## config.mk

```make
export PLATFORM = sky130hd
export DESIGN_NAME = collision_busy_arb
export DESIGN_NICKNAME = d
export VERILOG_FILES = /design/src/rtl/collision_busy_arb.sv
export SDC_FILE = /design/constraint.sdc
export NUM_CORES = 1
export LEC_CHECK = 0
export CAP_MARGIN = 20
export CORE_ASPECT_RATIO = 0.8
export CORE_UTILIZATION = 35
export DETAILED_ROUTE_END_ITERATION = 7
export GPL_ROUTABILITY_DRIVEN = 1
export SYNTH_ARGS = -nofsm -noshare
export SYNTH_HDL_FRONTEND = slang
export SYNTH_SLANG_ARGS = --single-unit
```

## constraint.sdc

```tcl
create_clock -name clk -period 2.1 [get_ports clk]
set_input_delay 0.42 -clock clk [delete_from_list [all_inputs] [get_ports clk]]
set_output_delay 0.42 -clock clk [all_outputs]
set_load 0.01 [all_outputs]
```

## src/rtl/collision_busy_arb.sv

```systemverilog
module collision_busy_arb #(
  parameter int ADDR_W = 15
) (
  input  logic              clk,
  input  logic              rst_n,
  input  logic              master_mode,
  input  logic              a_en,
  input  logic [ADDR_W-1:0] a_addr,
  input  logic              a_wr,
  input  logic              b_en,
  input  logic [ADDR_W-1:0] b_addr,
  input  logic              b_wr,
  input  logic              a_busy_in_n,
  input  logic              b_busy_in_n,
  output logic              a_busy_n,
  output logic              b_busy_n,
  output logic              a_wr_blk,
  output logic              b_wr_blk
);

  logic              a_seen_q, b_seen_q;
  logic [ADDR_W-1:0] a_addr_q, b_addr_q;
  logic              right_owns_q;
  logic              right_wins;

  wire collide = a_en & b_en & (a_addr == b_addr);
  wire a_cont  = a_seen_q & (a_addr_q == a_addr);
  wire b_cont  = b_seen_q & (b_addr_q == b_addr);

  always_comb begin
    case ({a_cont, b_cont})
      2'b10:   right_wins = 1'b0;
      2'b01:   right_wins = 1'b1;
      2'b11:   right_wins = right_owns_q;
      default: right_wins = 1'b0;
    endcase
  end

  wire arb_a_busy = collide & right_wins;
  wire arb_b_busy = collide & ~right_wins;

  assign a_busy_n = master_mode ? ~arb_a_busy : a_busy_in_n;
  assign b_busy_n = master_mode ? ~arb_b_busy : b_busy_in_n;
  assign a_wr_blk = a_en & a_wr & ~a_busy_n;
  assign b_wr_blk = b_en & b_wr & ~b_busy_n;

  always_ff @(posedge clk or negedge rst_n) begin
    if (!rst_n) begin
      a_seen_q     <= 1'b0;
      b_seen_q     <= 1'b0;
      a_addr_q     <= '0;
      b_addr_q     <= '0;
      right_owns_q <= 1'b0;
    end else begin
      a_seen_q <= a_en;
      b_seen_q <= b_en;
      a_addr_q <= a_addr;
      b_addr_q <= b_addr;
      if (collide) right_owns_q <= right_wins;
    end
  end

endmodule


```

==> results_dict.tcl, run 1 <==
set metrics [dict create \
    status "finished with violations" \
    violations "negative setup slack" \
    diodes 0 \
    fmax_ghz 0.410 \
    hold_depth 1 \
    synth_nets 147 \
    dieWidth_um 73.8 \
    drt_iter0_markers 47 \
    grt_use_total 0.178 \
    cts_tree "built" \
    worstRegToRegCells 7 \
    num_vias 1049 \
    whs_ns 0.303 \
    place_ws_ns -1.18 \
    crit_arrival_ns 2.02 \
    hold_viol_final 0 \
    r2r-end "right_owns_q$_DFFE_PN0N_" \
    tritoncts_num_sinks 33 \
    reg2reg_from "a_addr_q[5]$_DFF_PN0_" \
    core_area_um2 3880 \
    io_pins 43 \
    first_global_vias 1126 \
    cap_viol_max_count 0 \
    final_layout_size_suffix_gt1_frac 0.413 \
    start_util 0.373 \
    whs_endpoint "a_addr_q[6]$_DFF_PN0_" \
    min-delay-start "a_addr[6]" \
    vias_per_cell 4.39 \
    cts_root_buf "clkbuf_8" \
    grt.overflow.total 0 \
    fin_skew_ns 0.00169 \
    p_total_mw 1.40 \
    dieArea_um2 4390 \
    grt_pass1_wl_mm 5.42 \
    p_per_area_nw_per_um2 628 \
    synth_seq_cells 33 \
    fin_ws_ns -0.336 \
    r2r_slack_ns 0.39 \
    clock_latency_ns 0.27 \
    cp_common_cell "buf_6" \
    cts_hold_buffers 0 \
    synth-seq-area-share 0.571 \
    slew_headroom 0.725 \
    fin_crit_sh 1.16 \
    hold_path_class "input port to flip-flop" \
    fin_nets 223 \
    yosys_warnings 0 \
    p_leak_nw 0.995 \
    path_max_fanout 2 \
    synthCells 108 \
    path_cells "buf_6 -> xor2_1 -> or4_4 -> nor4_4 -> buf_4 -> buf_6 -> and4_1 -> a21o_1 -> buf_2" \
    crit_slowest_cell "or4_4" \
    avgRoutedWirePerCell_um 14.0 \
    dr.pass1.iters 3 \
    startpoint_type "input port" \
    cts_buffer_depth 2 \
    tightest_slew_ns 0.412 \
    grt_max_degree 34 \
    syn_avg_cell_area_um2 13.4 \
    drc 0 \
    rows 20 \
    routabilityCongestion 0.709 \
    mostFrequentLayoutCell "dfrtp_1" \
    final_max_slew_viol_count 0 \
    crit_path_max_incr_delay_ns 0.52 \
    antenna_found_initial 0 \
    critical_path_required_ns 1.68 \
    port_buffers 42 \
    worstSetupPathType "input port to output port" \
    setup_violations 4 \
    syn_to_final_growth_pct 54.1 \
    totalWireLength_mm 3.35 \
    post_dp_cell_area_um2 2110 \
    fin_setup_tns_ns -0.975 \
    h-tree-depth 2 \
    min_period_ns 2.44 \
    drtAntennaViolNets 0 \
    rsz0062_at_grt "yes" \
    vdd_drop_max_v 0.000415 \
    synth.distinct_cells 20 \
    syn_area_um2 1450 \
    numCtsBuffers 5 \
    stdcell_area_um2 2230 \
    end_kind "output port" \
    final_cell_mix "33 x dfrtp_1, 26 x xnor2_1, 20 x buf_4" \
    cts.reportedPaths.clkPinSlew_ns 0.06 \
    hpwl_mm 2.61 \
    die_y_um 59.5 \
]
[critical path, delay by kind of cell]
| kind | cells | cell delay [ns] |
|---|---|---|
| buf+inv | 4 | 0.46 |
| compound gates | 1 | 0.13 |
| xor+xnor | 1 | 0.15 |
| simple gates | 3 | 0.86 |
[where the power goes]
part | switching [mW] | leakage [nW] | internal (mW) | total, mW
sequential | 0.0139 | 0.387 | 0.667 | 0.681
combinational | 0.114 | 0.564 | 0.137 | 0.250
clock | 0.207 | 0.0443 | 0.260 | 0.467
[worst max-delay path by stage]
stage,startpoint,to,slack [ns],cells after the start
3_3_place_gp,b_addr[10],a_wr_blk,-1.11,7
3_5_place_dp,b_addr[10],a_wr_blk,-1.18,7
5_1_grt,b_addr_q[9]$_DFF_PN0_,a_wr_blk,-0.42,8
6_report,a_addr[10],a_wr_blk,-0.34,9
2_1_floorplan,b_addr[10],a_wr_blk,-0.11,5
4_1_cts,a_addr[10],a_wr_blk,-0.44,9
[state kept, by name (all words and copies together) (netlist names)]
register	count
b_addr_q	15
a_seen_q	1
b_seen_q	1
a_addr_q	15
right_owns_q	1
[metal layers]
layer	up-vias	global-route usage	part of all wire
met5	-	0	0
met3	5	0.0544	0.051
li1	520	-	-
met4	0	0.0659	0.0087
met2	23	0.286	0.48
met1	501	0.229	0.46
[cell type report]
class / count / area [µm²]
well taps: 55 / 68.8
repair buffers: 69 / 534
flip-flops and latches: 33 / 826
multi-input cells: 75 / 712
clock buffers: 7 / 86.3
fillers: 327 / 1650
[cells in the mapped netlist]
cell type | number | area (µm²)
a21o_1 | 1 | 7.51
a31oi_1 | 1 | 6.26
and3_1 | 1 | 6.26
and4_1 | 1 | 8.76
dfrtp_1 | 33 | 826
mux2_2 | 1 | 11.3
nand2_1 | 3 | 11.3
nand3_1 | 1 | 5.00
nand4_1 | 9 | 56.3
nand4_4 | 1 | 21.3
nor2_1 | 2 | 7.51
nor2b_1 | 1 | 6.26
nor4_1 | 3 | 18.8
nor4_2 | 1 | 12.5
nor4_4 | 1 | 21.3
o21ai_1 | 1 | 5.00
o22a_1 | 1 | 8.76
or4_4 | 1 | 11.3
xnor2_1 | 34 | 298
xor2_1 | 11 | 96.3
[metrics by stage]
| stage | instances | util |
|---|---|---|
| after floorplan | 108 | - |
| after global placement | 228 | 0.544 |
| after global routing | 239 | 0.574 |
| after CTS | 239 | 0.571 |
| after detailed placement | 228 | 0.544 |
| final | 239 | 0.574 |
[cells by family after synthesis]
| family | share of synthesized area |
|---|---|
| AOI/OAI and AO/OA | 0.0191 |
| xor gates and xnor gates | 0.273 |
| DFF | 0.571 |
| muxes | 0.00779 |
| and+or+nand+nor | 0.129 |
[repair_timing]
action,CTS,global route
buffers inserted,5,0
setup endpoints to repair,5,5
pin swaps,21,17
resized for setup,84,42
hold endpoints to repair,0,0
Power figures use the tool's default switching activity.
==> run 2: changes to the inputs <==
--- a/config.mk
+++ b/config.mk
@@ -10,6 +10,8 @@
 export CORE_UTILIZATION = 35
 export DETAILED_ROUTE_END_ITERATION = 7
 export GPL_ROUTABILITY_DRIVEN = 1
+export PLACE_DENSITY = 0.61
 export SYNTH_ARGS = -nofsm -noshare
 export SYNTH_HDL_FRONTEND = slang
 export SYNTH_SLANG_ARGS = --single-unit
+export TNS_END_PERCENT = 100
==> constraint.sdc (replaced) <==
create_clock -name clk -period 2 [get_ports clk]
set_input_delay 0.4 -clock clk [delete_from_list [all_inputs] [get_ports clk]]
set_output_delay 0.4 -clock clk [all_outputs]
set_load 0.01 [all_outputs]
==> run 2 against run 1 <==
Against the previous run:
- the flow still finishes with violations (negative setup slack)
- global-route usage is 0.74 points lower
- via count is 1.8% higher
- clock skew hardly changed
- wire length fell by 3.4%
- worst hold slack worse by 0.019 ns
- register-to-register slack worse by 0.19 ns
- critical path depth unchanged
- setup slack lost 0.076 ns
- critical path type unchanged
- critical endpoint unchanged
- largest power group unchanged
==> results_dict.tcl, run 2 (synthesis gave the netlist of run 1 again) <==
set metrics [dict create \
    largestRegisters "a_addr_q: 15 flops, b_addr_q: 15 flops" \
    end_kind "output port" \
    fin_ws_ns -0.412 \
    worstSetupPathType "input port to output port" \
    cp_num_buf_inv 4 \
    final_cell_mix "33 x dfrtp_1, 27 x xnor2_1, 27 x buf_4" \
    port_buffers 42 \
    drt_iter0_markers 12 \
    avgRoutedWirePerCell_um 13.4 \
    startpoint_type "input port" \
    stdcell_area_um2 2250 \
    syn_to_final_growth_pct 55.6 \
    vdd_drop_max_v 0.000384 \
    diodes 0 \
    cts.reportedPaths.clkPinSlew_ns 0.06 \
    io_pins 43 \
    clock_latency_ns 0.28 \
    fin_skew_ns 0.00159 \
    totalWireLength_mm 3.23 \
    place_ws_ns -1.31 \
    dieArea_um2 4390 \
    routabilityCongestion 0.721 \
    setup_violations 5 \
    cp_top_family "buffers and inverters" \
    cts_buffer_depth 2 \
    crit_arrival_ns 2.01 \
    cts_root_buf "clkbuf_8" \
    core_area_um2 3880 \
    dr.pass1.iters 2 \
    final_layout_size_suffix_gt1_frac 0.321 \
    crit_path_max_incr_delay_ns 0.31 \
    hold_path_class "input port to flip-flop" \
    cap_viol_max_count 0 \
    drtAntennaViolNets 0 \
    fin_nets 225 \
    final_max_slew_viol_count 0 \
    die_y_um 59.5 \
    rows 20 \
    violations "negative setup slack" \
    status "finished with violations" \
    drc 0 \
    mostFrequentLayoutCell "dfrtp_1" \
    grt_use_total 0.171 \
    antenna_found_initial 0 \
    path_max_fanout 4 \
    min_period_ns 2.41 \
    numCtsBuffers 5 \
    fin_crit_sh 1.21 \
    cts_hold_buffers 0 \
    final_core_util 0.580 \
    tightest_slew_ns 0.403 \
    cp_common_cell "nor4_2" \
    p_per_area_nw_per_um2 637 \
    grt_pass1_wl_mm 5.29 \
    cts_tree "built" \
    grt_max_degree 34 \
    post_dp_cell_area_um2 2090 \
    grt.overflow.total 0 \
    h-tree-depth 2 \
    num_vias 1068 \
    p_total_mw 1.43 \
    start_util 0.373 \
    slew_headroom 0.731 \
    rsz0062_at_grt "yes" \
    p_leak_nw 1.00 \
    hpwl_mm 2.41 \
    vias_per_cell 4.41 \
    path_cells "dlygate4sd2_1 -> xor2_1 -> nor4_2 -> nand2_1 -> nor4_2 -> buf_4 -> buf_6 -> a21o_1 -> buf_2" \
    fmax_ghz 0.415 \
    crit_slowest_cell "nor4_2" \
    hold_viol_final 0 \
    first_global_vias 1144 \
    dieWidth_um 73.8 \
    tritoncts_num_sinks 33 \
    critical_path_required_ns 1.60 \
]
## run 2: timing repair
action | 4_1_cts | 5_1_grt
setup endpoints to repair | 5 | 5
pin swaps | 20 | 8
setup buffers | 7 | 2
gates resized for setup | 75 | 4
gates cloned | 0 | 0
## run 2: metrics by stage
stage          std cells  setup TNS (ns)  hold slack (ns)
6_report             242           -1.48            0.284
5_1_grt              242           -1.98            0.278
4_1_cts              240           -1.65            0.284
3_5_place_dp         225           -5.38            0.584
3_3_place_gp         225           -5.09            0.582
2_1_floorplan        108          -0.402            0.104
## run 2: where the power goes
part / internal, mW / switching, mW
sequential: 0.701 / 0.0141
clock: 0.247 / 0.218
combinational: 0.139 / 0.114
total: 1.09 / 0.346
## run 2: layer usage
layer | GRT usage | wire length (µm)
met3 | 0.0459 | 131
met2 | 0.257 | 1460
met5 | 0 | 0
met1 | 0.232 | 1580
met4 | 0.0769 | 55
## run 2: final cells by class
class	instances	area (µm²)
clock buffer	8	80.1
fill	348	1630
multi-input combinational	75	694
sequential	33	826
tap	55	68.8
timing repair buffer	71	579
## run 2: path summary, 6_finish.rpt
path,from,endpoint,slack [ns],cells after the start
min in group asynchronous,rst_n,b_addr_q[0]$_DFF_PN0_,0.52,2
hold / removal,b_addr[13],b_addr_q[13]$_DFF_PN0_,0.28,1
setup / recovery,b_addr[14],a_wr_blk,-0.41,9
max in group asynchronous,rst_n,b_addr_q[3]$_DFF_PN0_,1.19,2
hold reg to reg,right_owns_q$_DFFE_PN0N_,right_owns_q$_DFFE_PN0N_,0.60,2
setup reg to reg,a_addr_q[13]$_DFF_PN0_,right_owns_q$_DFFE_PN0N_,0.20,8
## run 2: worst reg2reg max path: stages, from the launching register on
cell and delay [ns]:
dfrtp_1 0.37, xnor2_1 0.15, nand4_1 0.13, nor4_2 0.31, nor4_2 0.06, buf_4 0.15
buf_4 0.13, buf_4 0.12, mux2_2 0.25
